[config.mk]
export PLATFORM = sky130hd
export DESIGN_NAME = req_issue_unit
export DESIGN_NICKNAME = d
export VERILOG_FILES = /design/src/rtl/riu_pkg.sv /design/src/rtl/riu_seg_calc.sv /design/src/rtl/riu_credit_try.sv /design/src/rtl/riu_rsp_track.sv /design/src/rtl/req_issue_unit.sv
export SDC_FILE = /design/constraint.sdc
export NUM_CORES = 1
export LEC_CHECK = 0
export ABC_AREA = 1
export BUFFER_PORTS_ARGS = -buffer_cell sky130_fd_sc_hd__buf_2
export CAP_MARGIN = 10
export CORE_MARGIN = 2
export CORE_UTILIZATION = 50
export DETAILED_ROUTE_END_ITERATION = 7
export PLACE_DENSITY = 0.84
export SLEW_MARGIN = 30
export SYNTH_ARGS = -nofsm -noshare
export SYNTH_HDL_FRONTEND = slang
export SYNTH_SLANG_ARGS = --single-unit
[constraint.sdc]
create_clock -name clk -period 4.1 [get_ports clk]
set_input_delay 0.205 -clock clk [delete_from_list [all_inputs] [get_ports clk]]
set_output_delay 0.205 -clock clk [all_outputs]
set_load 0.005 [all_outputs]
[src/rtl/riu_pkg.sv]
package riu_pkg;
   typedef enum logic [1:0] {
      TT_POST_WR = 2'd0,
      TT_NP_WR   = 2'd1,
      TT_READ    = 2'd2,
      TT_DBELL   = 2'd3
   } xact_e;

   typedef enum logic [1:0] {
      ST_IDLE,
      ST_CRED,
      ST_ISSUE,
      ST_DRAIN
   } chan_st_e;

   localparam logic [2:0] CC_OK        = 3'd0;
   localparam logic [2:0] CC_RSP_TMO   = 3'd1;
   localparam logic [2:0] CC_NO_CREDIT = 3'd7;
endpackage

[src/rtl/riu_seg_calc.sv]
module riu_seg_calc #(
   parameter int CW      = 16,
   parameter int MAX_PKT = 256,
   parameter int LW      = $clog2(MAX_PKT) + 1
) (
   input  logic [CW-1:0] remain_i,
   input  logic          bell_i,
   output logic [LW-1:0] seg_len_o,
   output logic          last_o
);
   localparam int SH = $clog2(MAX_PKT);

   if ((1 << SH) != MAX_PKT) begin : g_bad_max
      $error("riu_seg_calc: MAX_PKT must be a power of two");
   end
   if (LW != SH + 1) begin : g_bad_lw
      $error("riu_seg_calc: LW must equal log2(MAX_PKT)+1");
   end

   logic over;

   if (CW > SH) begin : g_wide
      // count may exceed one packet
      assign over = remain_i > CW'(MAX_PKT);
      always_comb begin
         if (bell_i)    seg_len_o = '0;
         else if (over) seg_len_o = LW'(MAX_PKT);
         else           seg_len_o = remain_i[LW-1:0];
      end
   end else begin : g_narrow
      // count always fits in one packet
      assign over = 1'b0;
      always_comb seg_len_o = bell_i ? '0 : LW'(remain_i);
   end

   assign last_o = bell_i | ~over;
endmodule

[src/rtl/riu_credit_try.sv]
module riu_credit_try #(
   parameter int RETRY_LIMIT = 16,
   parameter int RW          = $clog2(RETRY_LIMIT + 1)
) (
   input  logic clk,
   input  logic rst_n,
   input  logic clr_i,
   input  logic try_i,
   input  logic gnt_i,
   output logic give_up_o
);
   if (RETRY_LIMIT < 1) begin : g_bad_lim
      $error("riu_credit_try: RETRY_LIMIT must be at least 1");
   end

   logic [RW-1:0] att_q;
   logic          deny;

   assign deny      = try_i & ~gnt_i;
   assign give_up_o = deny && (att_q == RW'(RETRY_LIMIT - 1));

   always_ff @(posedge clk or negedge rst_n) begin
      if (!rst_n)                          att_q <= '0;
      else if (clr_i | gnt_i | give_up_o) att_q <= '0;
      else if (deny)                       att_q <= att_q + RW'(1);
   end


   att_bound_chk: assert property (@(posedge clk) disable iff (!rst_n)
      att_q < RW'(RETRY_LIMIT));
endmodule

[src/rtl/riu_rsp_track.sv]
module riu_rsp_track #(
   parameter int OW  = 9,
   parameter int TMO = 64,
   parameter int TW  = $clog2(TMO)
) (
   input  logic clk,
   input  logic rst_n,
   input  logic clr_i,
   input  logic sent_i,
   input  logic ack_i,
   output logic pending_o,
   output logic timeout_o
);
   if (TMO < 2) begin : g_bad_tmo
      $error("riu_rsp_track: TMO must be at least 2");
   end

   logic [OW-1:0] out_q;
   logic [TW-1:0] tmr_q;
   logic          ack_ok;
   logic          quiet;

   assign pending_o = out_q != '0;
   assign ack_ok    = ack_i & pending_o;
   assign quiet     = pending_o & ~ack_i & ~sent_i;
   assign timeout_o = quiet && (tmr_q == TW'(TMO - 1));

   always_ff @(posedge clk or negedge rst_n) begin
      if (!rst_n)                 out_q <= '0;
      else if (clr_i | timeout_o) out_q <= '0;
      else if (sent_i && !ack_ok) out_q <= out_q + OW'(1);
      else if (!sent_i && ack_ok) out_q <= out_q - OW'(1);
   end

   always_ff @(posedge clk or negedge rst_n) begin
      if (!rst_n)                           tmr_q <= '0;
      else if (clr_i | timeout_o | ~quiet)  tmr_q <= '0;
      else                                  tmr_q <= tmr_q + TW'(1);
   end


   drain_by_ack_chk: assert property (@(posedge clk) disable iff (!rst_n)
      ($fell(pending_o) && !$past(clr_i) && !$past(timeout_o)) |-> $past(ack_i));
endmodule

[src/rtl/req_issue_unit.sv]
module req_issue_unit
   import riu_pkg::*;
#(
   parameter int AW          = 32,
   parameter int CW          = 16,
   parameter int MAX_PKT     = 256,
   parameter int RETRY_LIMIT = 16,
   parameter int RSP_TIMEOUT = 64,
   parameter int LW          = $clog2(MAX_PKT) + 1
) (
   input  logic          clk,
   input  logic          rst_n,
   input  logic          start_i,
   input  logic [AW-1:0] cfg_src_i,
   input  logic [AW-1:0] cfg_dst_i,
   input  logic [CW-1:0] cfg_bytes_i,
   input  logic [1:0]    cfg_prio_i,
   input  logic [1:0]    cfg_kind_i,
   output logic          busy_o,
   output logic [2:0]    cc_o,
   output logic          start_err_o,
   output logic [AW-1:0] cur_src_o,
   output logic [AW-1:0] cur_dst_o,
   output logic [CW-1:0] cur_bytes_o,
   output logic          cred_req_o,
   output logic [1:0]    cred_prio_o,
   input  logic          cred_gnt_i,
   output logic          pkt_valid_o,
   output logic [AW-1:0] pkt_src_o,
   output logic [AW-1:0] pkt_dst_o,
   output logic [LW-1:0] pkt_len_o,
   output logic [1:0]    pkt_prio_o,
   output logic [1:0]    pkt_kind_o,
   input  logic          rsp_ack_i
);
   localparam int SH = $clog2(MAX_PKT);
   localparam int OW = (CW > SH) ? (CW - SH + 1) : 2;

   if (AW < LW) begin : g_bad_aw
      $error("req_issue_unit: AW must hold a packet length");
   end

   chan_st_e      st_q, st_d;
   xact_e         kind_q;
   logic [1:0]    prio_q;
   logic [AW-1:0] src_q, dst_q;
   logic [CW-1:0] bytes_q;
   logic [2:0]    cc_q, cc_d;
   logic          err_q;

   logic [LW-1:0] seg_len;
   logic          seg_last;
   logic          give_up;
   logic          pend, tmo;
   logic          posted, bell;
   logic          start_ok, finish;

   assign posted   = kind_q == TT_POST_WR;
   assign bell     = kind_q == TT_DBELL;
   assign busy_o   = st_q != ST_IDLE;
   assign start_ok = start_i & ~busy_o;

   riu_seg_calc #(.CW(CW), .MAX_PKT(MAX_PKT), .LW(LW)) u_seg (
      .remain_i (bytes_q),
      .bell_i   (bell),
      .seg_len_o(seg_len),
      .last_o   (seg_last)
   );

   riu_credit_try #(.RETRY_LIMIT(RETRY_LIMIT)) u_try (
      .clk      (clk),
      .rst_n    (rst_n),
      .clr_i    (start_ok),
      .try_i    (cred_req_o),
      .gnt_i    (cred_gnt_i),
      .give_up_o(give_up)
   );

   riu_rsp_track #(.OW(OW), .TMO(RSP_TIMEOUT)) u_trk (
      .clk      (clk),
      .rst_n    (rst_n),
      .clr_i    (start_ok | finish),
      .sent_i   (pkt_valid_o & ~posted),
      .ack_i    (rsp_ack_i),
      .pending_o(pend),
      .timeout_o(tmo)
   );

   always_comb begin
      st_d = st_q;
      cc_d = cc_q;
      unique case (st_q)
         ST_IDLE: if (start_i) st_d = ST_CRED;
         ST_CRED: begin
            if (tmo) begin
               st_d = ST_IDLE;
               cc_d = CC_RSP_TMO;
            end else if (cred_gnt_i) begin
               st_d = ST_ISSUE;
            end else if (give_up) begin
               st_d = ST_IDLE;
               cc_d = CC_NO_CREDIT;
            end
         end
         ST_ISSUE: begin
            if (!seg_last)   st_d = ST_CRED;
            else if (posted) st_d = ST_IDLE;
            else             st_d = ST_DRAIN;
         end
         ST_DRAIN: begin
            if (tmo) begin
               st_d = ST_IDLE;
               cc_d = CC_RSP_TMO;
            end else if (!pend) begin
               st_d = ST_IDLE;
            end
         end
         default: st_d = ST_IDLE;
      endcase
   end

   assign finish = busy_o && (st_d == ST_IDLE);

   always_ff @(posedge clk or negedge rst_n) begin
      if (!rst_n) begin
         st_q    <= ST_IDLE;
         kind_q  <= TT_POST_WR;
         prio_q  <= '0;
         src_q   <= '0;
         dst_q   <= '0;
         bytes_q <= '0;
         cc_q    <= CC_OK;
         err_q   <= 1'b0;
      end else begin
         st_q <= st_d;
         if (start_i && busy_o) err_q <= 1'b1;
         if (start_ok) begin
            kind_q  <= xact_e'(cfg_kind_i);
            prio_q  <= cfg_prio_i;
            src_q   <= cfg_src_i;
            dst_q   <= cfg_dst_i;
            bytes_q <= cfg_bytes_i;
            cc_q    <= CC_OK;
         end else begin
            cc_q <= cc_d;
            if (st_q == ST_ISSUE) begin
               src_q   <= src_q + AW'(seg_len);
               dst_q   <= dst_q + AW'(seg_len);
               bytes_q <= bytes_q - CW'(seg_len);
            end
         end
      end
   end

   assign cc_o        = cc_q;
   assign start_err_o = err_q;
   assign cur_src_o   = src_q;
   assign cur_dst_o   = dst_q;
   assign cur_bytes_o = bytes_q;
   assign cred_req_o  = st_q == ST_CRED;
   assign cred_prio_o = prio_q;
   assign pkt_valid_o = st_q == ST_ISSUE;
   assign pkt_src_o   = src_q;
   assign pkt_dst_o   = dst_q;
   assign pkt_len_o   = seg_len;
   assign pkt_prio_o  = prio_q;
   assign pkt_kind_o  = kind_q;


   launch_chk: assert property (@(posedge clk) disable iff (!rst_n)
      $rose(busy_o) |-> $past(start_i));


   grant_before_pkt_chk: assert property (@(posedge clk) disable iff (!rst_n)
      pkt_valid_o |-> $past(cred_req_o && cred_gnt_i));


   posted_release_chk: assert property (@(posedge clk) disable iff (!rst_n)
      (pkt_valid_o && posted && seg_last) |=> !busy_o);


   np_hold_chk: assert property (@(posedge clk) disable iff (!rst_n)
      (st_q == ST_DRAIN && pend && !tmo) |=> busy_o);


   nocred_cause_chk: assert property (@(posedge clk) disable iff (!rst_n)
      ($fell(busy_o) && cc_o == CC_NO_CREDIT) |-> $past(cred_req_o && !cred_gnt_i));


   busy_start_flag_chk: assert property (@(posedge clk) disable iff (!rst_n)
      (start_i && busy_o) |=> start_err_o);
endmodule

# Word level (Yosys, flattened, before mapping)
# Index checks and enable logic that the tools add are counted.
# classes
addsub	7
order_cmp	1
n_eq_ne	9
n_mux	29
n_bitwise	19
n_reduce_logical	18
# op_table
op	count
2-to-1 mux 32 bit	4
adder 32 x 9 -> 32 bit	2
2-to-1 mux 9 bit	5
2-to-1 mux 16 bit	2
greater-than comparator 16 x 9 -> 1 bit (second input constant)	1
2-to-1 mux 2 bit	8
subtractor 16 x 9 -> 16 bit	1
2-to-1 mux 3 bit	5
2-to-1 mux 5 bit	2
adder 9 x 1 -> 9 bit (second input constant)	1
nonzero test 9 bit	1
subtractor 9 x 1 -> 9 bit (second input constant)	1
!= test 4 x 3 -> 1 bit (second input constant)	2
one-hot mux 2 bit (4 select lines)	1
NOT 1 bit	7
adder 6 x 1 -> 6 bit (second input constant)	1
AND 1 bit	6
== test 2 bit (second input constant)	3
== test 6 bit (second input constant)	1
logical AND 1 bit	6
zero test 2 bit	3
2-to-1 mux 6 bit	1
bitwise OR 1 bit	6
one-hot mux 3 bit (2 select lines)	1
8 further kinds	12
# word_totals
regBits	110
in_bits	89
out_inout_bits	166
word_cells	94

# Logic depth before layout (Yosys ltp)
# Gate-level depths: netlist of run 1.
# depth
ltp_word	14
ltp_mapped	19

# Modules after synthesis
# Synthesis of run 1 repeated with hierarchy kept, for this count alone.
# unflattened
cells_unflattened	1508
hier_area_um2	9596.7
# modules_own_cells
module	n_inst	cells_per_inst	area_each_um2
req_issue_unit	1	1292	8008.9
riu_rsp_track	1	141	1133.6
riu_credit_try	1	39	286.5
riu_seg_calc	1	36	167.7

# Worst setup path after synthesis of run 1
# Ideal clock, no wire load.
# synth_timing
kind	register -> register
start	register bytes_q[11], in the netlist cur_bytes_o[11]
end	register bytes_q[12], in the netlist cur_bytes_o[12]
arrival_time_ns	2.755
path_slack_ns	1.224
stages_incl_launch_ff	14
n_path_buf	0
period_less_slack_ns	2.876
cell_sequence	dfrtp_1 > nor2_2 > nand2_2 > nor3_4 > nand2_4 > nor3_1 > inv_1 > fa_1 > nand3_1 > nand3_1 > o21ai_0 > nand2_1 > o21ai_1 > nand2_1
# synth_between
elab_chain_len	6
# synth_lines
element	line	source
start, declared	req_issue_unit.sv:47	logic [CW-1:0] bytes_q;
start signal, assigned	req_issue_unit.sv:142	bytes_q <= cfg_bytes_i;
start signal, assigned	req_issue_unit.sv:149	bytes_q <= bytes_q - CW'(seg_len);
greater-than comparator 16 x 9 -> 1 bit	riu_seg_calc.sv:24	assign over = remain_i > CW'(MAX_PKT);
2-to-1 mux 9 bit	riu_seg_calc.sv:27	else if (over) seg_len_o = LW'(MAX_PKT);
2-to-1 mux 9 bit	riu_seg_calc.sv:26	if (bell_i) seg_len_o = '0;
named net pkt_len_o[1]	req_issue_unit.sv:31	output logic [LW-1:0] pkt_len_o,
subtractor 16 x 9 -> 16 bit	req_issue_unit.sv:149	
2-to-1 mux 16 bit	req_issue_unit.sv:146	if (st_q == ST_ISSUE) begin
2-to-1 mux 16 bit	req_issue_unit.sv:137	if (start_ok) begin
# The timed path passes the listed nets, and every way through them passes these cells. The select of a mux whose other input is x is not followed.
# A chain may end at the register's enable or synchronous reset.

# Worst setup path after layout of run 1
# layout_timing
start	register bytes_q[10], in the netlist cur_bytes_o[10]
end	register src_q[20], in the netlist cur_src_o[20]
# layout_between
elab_chain_len	6
# layout_lines
element	line	source
greater-than comparator 16 x 9 -> 1 bit	riu_seg_calc.sv:24	
2-to-1 mux 9 bit	riu_seg_calc.sv:27	
2-to-1 mux 9 bit	riu_seg_calc.sv:26	
adder 32 x 9 -> 32 bit	req_issue_unit.sv:147	src_q <= src_q + AW'(seg_len);
2-to-1 mux 32 bit	req_issue_unit.sv:146	
2-to-1 mux 32 bit	req_issue_unit.sv:137	
end signal, assigned	req_issue_unit.sv:140	src_q <= cfg_src_i;
end signal, assigned	req_issue_unit.sv:147	
end, declared	req_issue_unit.sv:46	logic [AW-1:0] src_q, dst_q;
# Every way passes these cells. The select of a mux whose other input is x is not followed.

==> flow_metrics.py, run 1 <==
metrics = {
    "setup_path": {
        "reg2reg_depth": 18,
        "crit_slowest_cell": "nor3_1",
        "crit_fanout": 9,
        "cp-start-kind": "flip-flop",
        "cpPeakStageDelay_ps": 520,
        "cpMostUsedCell": "nand2_1",
        "r2r_start": "cur_bytes_o[10]$_DFFE_PN0P_",
        "r2r_slack_ps": 620,
        "critPathKind": "flip-flop to flip-flop",
        "arrival_ps": 3740,
        "crit_chain": "nor2_2 > nand2_2 > nor3_4 > nand2_4 > nor3_1 > ha_1 > fa_1 > nand3_1 > nand2_1 > nand3_1 > nand2_1 > nand2_1 > nand2_1 > nand2_1 > nand2_1 > nand2_1 > o21ai_1 > nand2_1",
        "end_kind": "flip-flop",
        "rr_endpoint": "cur_src_o[20]$_DFFE_PN0P_",
        "required_ps": 4350,
    },
    "die": {
        "core_sq_mm": 0.0180,
        "die_area_sq_mm": 0.0193,
        "num_rows": 49,
        "die_x_um": 139,
        "initial_core_util_pct": 50.8,
        "ioPinCount": 255,
        "die_h_um": 139,
    },
    "routing": {
        "via_count": 9843,
        "final_antenna_net_count": 0,
        "viasPerCell": 5.55,
        "drt-wirelength-per-cell_um": 16.1,
        "dr.first_iter.drc_count": 882,
        "routed_wl_um": 28500,
        "drc_errors": 0,
        "drtPass1Iterations": 5,
    },
    "clocking": {
        "ctsResizeCount": 0,
        "clock_latency_ps": 370,
        "cts_setup_buffers": 0,
        "cts_root_buf": "clkbuf_16",
        "clkTransAtPathRegs_ps": 80,
        "clock_sinks": 109,
        "cts_tree": "yes",
        "cts_made_buffers": 9,
        "clock_path_buffers": 2,
        "cts_max_level": 3,
    },
    "flow_run": {
        "maxCapViolations": 0,
    },
    "synth": {
        "syn_nets": 1497,
        "yosysWarnings": 0,
        "synth_seq_cells": 109,
        "synth_edf_count": 0,
        "async_reset_ff_share_pct": 100,
        "synthFlopType": "dfrtp_1",
        "synthCells": 1366,
        "seq_area_frac_synth_pct": 29.9,
        "ys_types": 53,
        "syn_area_per_cell_sq_um": 6.68,
        "synth_area_sq_mm": 0.00913,
    },
    "timing": {
        "hold_viol": 0,
        "clock_skew_ps": 13.9,
        "worst_pin_slew_ps": 942,
        "min_period_over_period_pct": 84.9,
        "setup_violations": 0,
        "clock.fmax_mhz": 287,
        "tns_ps": 0,
        "post-route-min-period_ps": 3480,
        "grt_setup_unrepaired": "false",
        "maxSlewHeadroom_pct": 37.1,
        "holdWs_ps": 34.2,
        "final_max_slew_viol_count": 0,
    },
    "global_route": {
        "grt_usage_pct": 29.3,
        "antenna_found_initial": 0,
        "grt-ovfl-total": 0,
        "grt_pass1_wl_um": 46200,
        "grt_pass1_vias": 9292,
        "grt_max_degree": 56,
    },
    "run_status": {
        "status": "completed",
    },
    "final_layout": {
        "drive_gt1_share_pct": 20.9,
        "seq_area_sq_mm": 0.00273,
        "nNetsFinal": 1672,
        "multiInputGateArea_sq_mm": 0.00516,
        "syn_to_final_growth_pct": 13.7,
        "layout_commonest_cell": "nand2_1",
        "stdcell_count": 1773,
        "fillerInstances": 1685,
        "layout_common_cells": "nand2_1 (460), buf_2 (253), inv_1 (134)",
        "antenna_cells": 0,
    },
    "worst_hold_path": {
        "hold_depth": 3,
        "hold_end": "pkt_kind_o[1]$_DFFE_PN0P_",
        "hold_path_class": "input pin to flip-flop",
        "min_from": "cfg_kind_i[1]",
    },
    "place": {
        "dp_hpwl_um": 21200,
        "dp.cells": 1758,
        "io_buffers": 254,
        "gp_congestion": 0.944,
    },
    "power": {
        "powerDensity_mw_per_mm2": 739,
        "design_power_total_uw": 7660,
        "peakVddDrop_mv": 0.527,
        "power.leakage_uw": 0.00576,
    },
}
repair_timing:
item | 4_1_cts | 5_1_grt
endpoints found under the hold margin | 44 | 0
endpoints found under the setup margin | 0 | 0
hold buffers | 1 | 0
state kept, by name (all words and copies together), names as in the netlist:
| register | flops |
|---|---|
| u_trk.out_q | 9 |
| u_try.att_q | 5 |
| pkt_kind_o | 2 |
| start_err_o | 1 |
| cred_prio_o | 2 |
| cur_bytes_o | 16 |
| u_trk.tmr_q | 6 |
| cc_o | 2 |
| cur_dst_o | 32 |
| cur_src_o | 32 |
| st_q | 2 |
layer usage:
| layer | routed length [um] | GRT usage, % |
|---|---|---|
| met1 | 11700 | 37.6 |
| met2 | 13500 | 49.2 |
| met3 | 2380 | 4.90 |
| met4 | 1010 | 12.4 |
| met5 | 0 | 0 |
synth_stat cells, types with 7 or more instances:
| cell | n | share of area, % |
|---|---|---|
| inv_1 | 134 | 5.5 |
| o21ai_1 | 30 | 1.6 |
| dfrtp_1 | 109 | 30 |
| nand3b_1 | 15 | 1.2 |
| ha_1 | 38 | 5.2 |
| o21ai_0 | 39 | 2.1 |
| clkbuf_1 | 7 | 0.29 |
| nor2_1 | 90 | 3.7 |
| nor3_1 | 27 | 1.5 |
| buf_2 | 16 | 0.88 |
| nand2_1 | 460 | 19 |
| xor2_1 | 13 | 1.2 |
| xnor2_1 | 11 | 1.1 |
| nand4_1 | 41 | 2.8 |
| a21oi_1 | 46 | 2.5 |
| o211ai_1 | 8 | 0.66 |
| nand3_1 | 110 | 6.0 |
| inv_2 | 12 | 0.49 |
| o221ai_1 | 9 | 0.86 |
| buf_4 | 73 | 6.0 |
critical path: cells and delay by family, from the launching register on:
| family | cells | cell delay [ps] |
|---|---|---|
| compound gates | 1 | 150 |
| fa+ha+maj | 2 | 640 |
| flops | 1 | 450 |
| simple gates | 15 | 2120 |
how the worst max path moves through the flow:
stage                                            from                           to  cells after the start
final                     cur_bytes_o[10]$_DFFE_PN0P_    cur_src_o[20]$_DFFE_PN0P_                     18
after global routing      cur_bytes_o[10]$_DFFE_PN0P_    cur_src_o[20]$_DFFE_PN0P_                     18
after CTS                 cur_bytes_o[10]$_DFFE_PN0P_    cur_src_o[20]$_DFFE_PN0P_                     18
after detailed placement  cur_bytes_o[12]$_DFFE_PN0P_    cur_src_o[20]$_DFFE_PN0P_                     18
after global placement    cur_bytes_o[11]$_DFFE_PN0P_    cur_src_o[22]$_DFFE_PN0P_                     18
after floorplan           cur_bytes_o[11]$_DFFE_PN0P_  cur_bytes_o[12]$_DFFE_PN0P_                     13
power by group:
group	switching, uW	leakage [uW]	internal [uW]	total [uW]
Combinational	2770	0.00425	1760	4530
Sequential	706	0.00138	1510	2220
Clock	431	0.000138	488	919
stage by stage:
step / instance area, sq um / utilization, % / setup slack, ps
4_1_cts: 10400 / 57.8 / 671
2_1_floorplan: 9130 / - / 1220
3_5_place_dp: 10100 / 56.1 / 707
3_3_place_gp: 10100 / 56.1 / 760
6_report: 10400 / 57.8 / 617
5_1_grt: 10400 / 57.8 / 316
cells by family after synthesis:
logic type	share of synthesized area, %
fa+ha+maj	6.09
flops	29.9
compound gates	9.75
xor+xnor	2.30
simple gates	38.3
buf+inv	13.6
layout make-up:
class / instances / area share, %
repair buffers: 265 / 13.1
multi-input cells: 1009 / 49.7
well taps: 229 / 2.76
inverters: 147 / 5.32
clock buffers: 11 / 2.34
flip-flops and latches: 109 / 26.3
clock inverters: 3 / 0.446
No activity file was read; power rests on OpenSTA's default activity.
==> run 2: changes to the inputs <==
ABC_AREA = 0   (was 1)
PLACE_DENSITY = 0.86   (was 0.84)
clock period = 3.29 ns   (was 4.1 ns; I/O delays follow)
==> flow_metrics.py, run 2 <==
metrics = {
    "run_status": {
        "status": "finished, violations left",
        "violations": "negative setup slack",
    },
    "place": {
        "gp_congestion": 0.914,
        "dp.cells": 1348,
        "dp_hpwl_um": 17700,
        "io_buffers": 254,
        "pre_cts_ws_ps": -578,
        "postPlaceCellArea_sq_mm": 0.00962,
    },
    "timing": {
        "hold_viol": 0,
        "maxSlewHeadroom_pct": 49.7,
        "grt_setup_unrepaired": "true",
        "post-route-min-period_ps": 3820,
        "setup_violations": 66,
        "clock.fmax_mhz": 262,
        "setup_ws_ps": -530,
        "min_period_over_period_pct": 116,
        "clock_skew_ps": 13.5,
        "worst_pin_slew_ps": 754,
        "final_max_slew_viol_count": 0,
    },
    "setup_path": {
        "crit_fanout": 6,
        "critical_path.top_delay_family": "simple AND/OR/NAND/NOR gates",
        "cpPeakStageDelay_ps": 540,
        "crit_path_start": "cur_bytes_o[12]$_DFFE_PN0P_",
        "cp-start-kind": "flip-flop",
        "r2r_start": "cur_bytes_o[12]$_DFFE_PN0P_",
        "critPathBufInv": 3,
        "arrival_ps": 4050,
        "critPathKind": "flip-flop to flip-flop",
        "required_ps": 3520,
        "crit_slowest_cell": "or4_4",
        "end_kind": "flip-flop",
        "crit_chain": "or4_4 > or4_4 > a221oi_4 > buf_6 > and2_4 > ha_4 > buf_6 > fa_2 > nand3_2 > a211o_1 > a31oi_4 > buf_12 > o2111ai_2 > xor2_1 > a21oi_1",
    },
    "global_route": {
        "grt_pass1_vias": 7944,
        "antenna_found_initial": 0,
        "grt_max_degree": 57,
        "grt_pass1_wl_um": 39800,
        "grt-ovfl-total": 0,
        "grt_usage_pct": 30.3,
    },
    "power": {
        "powerDensity_mw_per_mm2": 926,
        "design_power_total_uw": 10100,
        "power.leakage_uw": 0.00499,
        "peakVddDrop_mv": 0.551,
    },
    "die": {
        "num_rows": 45,
        "die_h_um": 129,
        "die_x_um": 129,
        "core_sq_mm": 0.0152,
        "die_area_sq_mm": 0.0166,
        "initial_core_util_pct": 51.1,
        "ioPinCount": 255,
    },
    "routing": {
        "final_antenna_net_count": 0,
        "dr.first_iter.drc_count": 753,
        "drc_errors": 0,
        "routed_wl_um": 26800,
        "via_count": 8374,
        "viasPerCell": 5.99,
        "drt-wirelength-per-cell_um": 19.2,
        "drtPass1Iterations": 5,
    },
    "final_layout": {
        "layout_commonest_cell": "buf_2",
        "syn_to_final_growth_pct": 41.0,
        "layout_common_cells": "buf_2 (253), buf_4 (125), dfrtp_1 (109)",
        "antenna_cells": 0,
        "seq_area_sq_mm": 0.00273,
        "nNetsFinal": 1337,
        "finalInstanceArea_sq_mm": 0.0110,
        "multiInputGateArea_sq_mm": 0.00500,
        "stdcell_count": 1399,
        "fillerInstances": 1021,
        "drive_gt1_share_pct": 43.9,
    },
    "clocking": {
        "cts_tree": "yes",
        "clock_path_buffers": 2,
        "cts_max_level": 3,
        "clkTransAtPathRegs_ps": 80,
        "cts_root_buf": "clkbuf_16",
        "clock_latency_ps": 360,
        "cts_made_buffers": 9,
        "clock_sinks": 109,
    },
    "flow_run": {
        "maxCapViolations": 0,
    },
    "synth": {
        "synthMuxAreaShare_pct": 0.515,
        "yosysMostFrequentCell": "dfrtp_1",
        "synth_area_sq_mm": 0.00777,
        "synth_edf_count": 0,
        "async_reset_ff_share_pct": 100,
        "synth_area_leaders": "dfrtp_1 (35%), buf_4 (6.5%), ha_1 (6.1%)",
        "synthFlopType": "dfrtp_1",
        "ys_types": 66,
        "synth_top_family_by_area": "compound AO/OA/AOI/OAI gates",
        "synth_xor_area_share_pct": 7.55,
        "synth.top_cell.area_share_pct": 35.1,
        "synthSimpleGateAreaFrac_pct": 19.2,
        "seq_area_frac_synth_pct": 35.1,
        "yosysWarnings": 0,
        "syn_area_per_cell_sq_um": 8.62,
        "synth_seq_cells": 109,
        "synth_top_area_cell": "dfrtp_1",
        "syn_nets": 1032,
        "synthAdderAreaFrac_pct": 7.15,
        "synthTopCellsByCount": "dfrtp_1 (109), nand2_1 (89), buf_4 (67)",
        "synth-compound-area-share_pct": 20.1,
        "synthCells": 901,
    },
    "worst_hold_path": {
        "hold_path_class": "input pin to flip-flop",
        "min_from": "cfg_dst_i[20]",
    },
}
[run 2: cell types whose count changed in the layout (fill, tap and decap cells not counted), moves of 16 or more]
cell     delta
nand2_1   -377
buf_4     +114
inv_1     -113
nand3_1    -85
xnor2_1    +33
nor2_1     -31
nand4_1    -30
ha_1       -20
ha_4       +18
buf_6      +16
o21ai_0    -16
[run 2: timing repair]
item                                    4_1_cts  5_1_grt
setup buffers                                19       13
hold endpoints to repair                     58        0
resized for setup                            99       61
endpoints found under the setup margin       69       71
hold buffers                                  6        0
pin swaps                                    52       58
gates cloned                                  0        1
[run 2: power by group]
part	internal (uW)	switching [uW]	total (uW)
combinational	2950	3290	6240
clock	616	531	1150
sequential	1920	828	2750
[run 2: worst paths after layout]
path | endpoint | slack (ps) | cells after the start
setup / recovery | cur_dst_o[30]$_DFFE_PN0P_ | -530 | 15
hold / removal | cur_dst_o[20]$_DFFE_PN0P_ | 8 | 3
setup reg to reg | cur_dst_o[30]$_DFFE_PN0P_ | -530 | 15
hold reg to reg | u_trk.tmr_q[0]$_DFF_PN0_ | 490 | 1
max in group asynchronous | cur_dst_o[8]$_DFFE_PN0P_ | 2140 | 3
min in group asynchronous | u_trk.out_q[2]$_DFFE_PN0P_ | 400 | 2
[run 2: logic make-up (layout without fill, tap and decap cells)]
group | count (synthesis) | count (layout)
simple gates | 304 | 304
compound gates | 234 | 234
fa+ha+maj | 42 | 42
flops | 109 | 109
xor+xnor | 67 | 67
buf+inv | 141 | 451
mux | 4 | 4
[run 2: area by class of cell]
class | instances | area share (%)
clock buffers | 10 | 2.18
clock inverters | 6 | 0.617
inverters | 30 | 1.17
multi-input cells | 651 | 45.7
flip-flops and latches | 109 | 24.9
well taps | 188 | 2.15
repair buffers | 405 | 23.3
[run 2: metrics by stage]
step,hold slack [ps],util (%),setup TNS [ps]
floorplan,-131,-,-12550
global placement,269,63.3,-20370
detailed placement,264,63.3,-26970
CTS,2.16,69.3,-15170
global route,18.4,72.0,-29500
finish,7.92,72.0,-22490
[run 2: worst register-to-register path, delay by kind of cell, from the launching register on]
family	cells	cell delay [ps]
AND/OR/NAND/NOR	4	1280
AO/OA/AOI/OAI	5	1030
buffers and inverters	3	430
flip-flops	1	380
adder cells (fa/ha/maj)	2	360
XOR/XNOR	1	210
[run 2: per-layer routing]
metal | up-vias | track usage (%) | wire length (um)
met5 | - | 0 | 0
met4 | 0 | 16.9 | 1480
met3 | 129 | 5.65 | 1890
met2 | 478 | 52.6 | 13300
met1 | 3988 | 35.3 | 10100
li1 | 3779 | - | -
==> run 3: changes to the inputs <==
CORE_ASPECT_RATIO = 1.75   (was unset)
SKIP_LAST_GASP = 1   (was unset)
==> flow_metrics.py, run 3 (synthesized netlist as in run 2, its figures left out) <==
metrics = {
    "clocking": {
        "clock_path_buffers": 2,
        "cts_max_level": 3,
        "clkTransAtPathRegs_ps": 90,
        "clock_sinks": 109,
        "cts_tree": "yes",
        "cts_made_buffers": 9,
        "clock_latency_ps": 370,
        "cts_root_buf": "clkbuf_16",
    },
    "global_route": {
        "grt_pass1_wl_um": 41200,
        "grt-ovfl-total": 0,
        "grt_usage_pct": 31.0,
        "grt_pass1_vias": 8144,
        "grt_max_degree": 60,
        "antenna_found_initial": 0,
    },
    "timing": {
        "maxSlewHeadroom_pct": 37.9,
        "final_max_slew_viol_count": 0,
        "grt_setup_unrepaired": "true",
        "tns_ps": -24800,
        "hold_viol": 2,
        "holdWs_ps": -7.97,
        "min_period_over_period_pct": 118,
        "post-route-min-period_ps": 3890,
        "worst_pin_slew_ps": 928,
        "clock.fmax_mhz": 257,
        "setup_violations": 71,
        "clock_skew_ps": 18.1,
        "setup_ws_ps": -597,
    },
    "worst_hold_path": {
        "hold_depth": 3,
        "hold_end": "cur_dst_o[18]$_DFFE_PN0P_",
        "hold_path_class": "input pin to flip-flop",
        "min_from": "cfg_dst_i[18]",
    },
    "final_layout": {
        "fillerInstances": 1126,
        "nNetsFinal": 1331,
        "drive_gt1_share_pct": 44.7,
        "syn_to_final_growth_pct": 41.0,
        "layout_common_cells": "buf_2 (253), buf_4 (122), dfrtp_1 (109)",
        "stdcell_count": 1392,
        "finalInstanceArea_sq_mm": 0.0110,
        "layout_commonest_cell": "buf_2",
    },
    "flow_run": {
        "maxCapViolations": 0,
    },
    "setup_path": {
        "end_kind": "flip-flop",
        "arrival_ps": 4120,
        "cp-start-kind": "flip-flop",
        "critPathKind": "flip-flop to flip-flop",
        "required_ps": 3520,
        "cpMostUsedCell": "o21ai_1",
        "crit_fanout": 4,
        "crit_slowest_cell": "or4_1",
        "r2r_start": "cur_bytes_o[12]$_DFFE_PN0P_",
        "r2r_slack_ps": -600,
        "reg2reg_depth": 13,
        "crit_chain": "or4_1 > or4_4 > a221oi_4 > and2_4 > ha_4 > inv_2 > fa_2 > a211oi_4 > o21ai_1 > a31o_2 > a2111oi_4 > xnor2_1 > o21ai_1",
        "cpPeakStageDelay_ps": 530,
        "rr_endpoint": "cur_bytes_o[10]$_DFFE_PN0P_",
    },
    "die": {
        "die_area_sq_mm": 0.0166,
        "core_sq_mm": 0.0153,
        "num_rows": 60,
        "ioPinCount": 255,
        "die_x_um": 98.2,
        "die_h_um": 169,
        "initial_core_util_pct": 50.7,
    },
    "power": {
        "peakVddDrop_mv": 0.635,
        "powerDensity_mw_per_mm2": 940,
        "design_power_total_uw": 10300,
        "power.leakage_uw": 0.00504,
    },
    "run_status": {
        "violations": "negative hold slack, negative setup slack",
        "status": "finished, violations left",
    },
    "place": {
        "dp_hpwl_um": 18400,
        "gp_congestion": 0.928,
        "io_buffers": 254,
        "postPlaceCellArea_sq_mm": 0.00957,
        "dp.cells": 1336,
    },
    "routing": {
        "dr.first_iter.drc_count": 603,
        "final_antenna_net_count": 0,
        "drtPass1Iterations": 7,
        "via_count": 8517,
        "viasPerCell": 6.12,
        "drc_errors": 0,
        "routed_wl_um": 28600,
        "drt-wirelength-per-cell_um": 20.6,
    },
}
==> run 3: worst max path at each step <==
stage,startpoint,endpoint,depth (start not counted)
after floorplan,cur_bytes_o[11]$_DFFE_PN0P_,cur_bytes_o[10]$_DFFE_PN0P_,13
after global placement,cur_bytes_o[12]$_DFFE_PN0P_,cur_src_o[17]$_DFFE_PN0P_,12
after detailed placement,cur_bytes_o[12]$_DFFE_PN0P_,cur_src_o[28]$_DFFE_PN0P_,13
after CTS,cur_bytes_o[12]$_DFFE_PN0P_,cur_src_o[28]$_DFFE_PN0P_,14
after global routing,cur_bytes_o[12]$_DFFE_PN0P_,cur_bytes_o[10]$_DFFE_PN0P_,13
final,cur_bytes_o[12]$_DFFE_PN0P_,cur_bytes_o[10]$_DFFE_PN0P_,13
==> run 3: what timing repair did <==
item,4_1_cts,5_1_grt
hold buffers,4,1
setup endpoints to repair,66,73
pin swaps,45,50
resized for setup,104,64
hold endpoints to repair,60,1
cloned,1,0
buffers inserted,27,11
==> run 3: critical path: cells and delay by family (launching register included) <==
kind | cells | cell delay [ps]
AOI/OAI and AO/OA | 6 | 1370
DFF | 1 | 380
and+or+nand+nor | 3 | 1230
xor gates and xnor gates | 1 | 160
adders and majority gates | 2 | 570
buffers and inverters | 1 | 50
==> run 3: routing by layer <==
layer  share of wire (%)  GRT usage [%]  up-vias
met1                  33           32.6     4042
met5                   0              0        -
met2                  53           57.3      536
met4                 7.0           19.3        0
met3                 7.1           4.09      168
li1                    -              -     3771
==> run 3: power breakdown <==
part	switching, uW	total [uW]	internal (uW)
clock network	579	1200	619
logic	3380	6320	2940
registers	853	2780	1920
total	4810	10300	5480
==> run 3: per-stage QoR <==
| step | worst slack, ps | utilization, % |
|---|---|---|
| 2_1_floorplan | -426 | - |
| 5_1_grt | -724 | 71.5 |
| 4_1_cts | -441 | 69.4 |
| 3_3_place_gp | -433 | 62.5 |
| 3_5_place_dp | -516 | 62.5 |
| 6_report | -597 | 71.5 |
==> run 3: layout make-up <==
class                      count  area [sq um]  share of cell area, %
antenna                        1          2.50                 0.0228
clock buffer                   9           225                   2.06
multi-input combinational    651          5040                   46.0
inverter                      30           123                   1.12
clock inverter                 7           100                  0.914
sequential                   109          2730                   24.9
timing repair buffer         399          2510                   22.9
tap                          186           233                   2.12
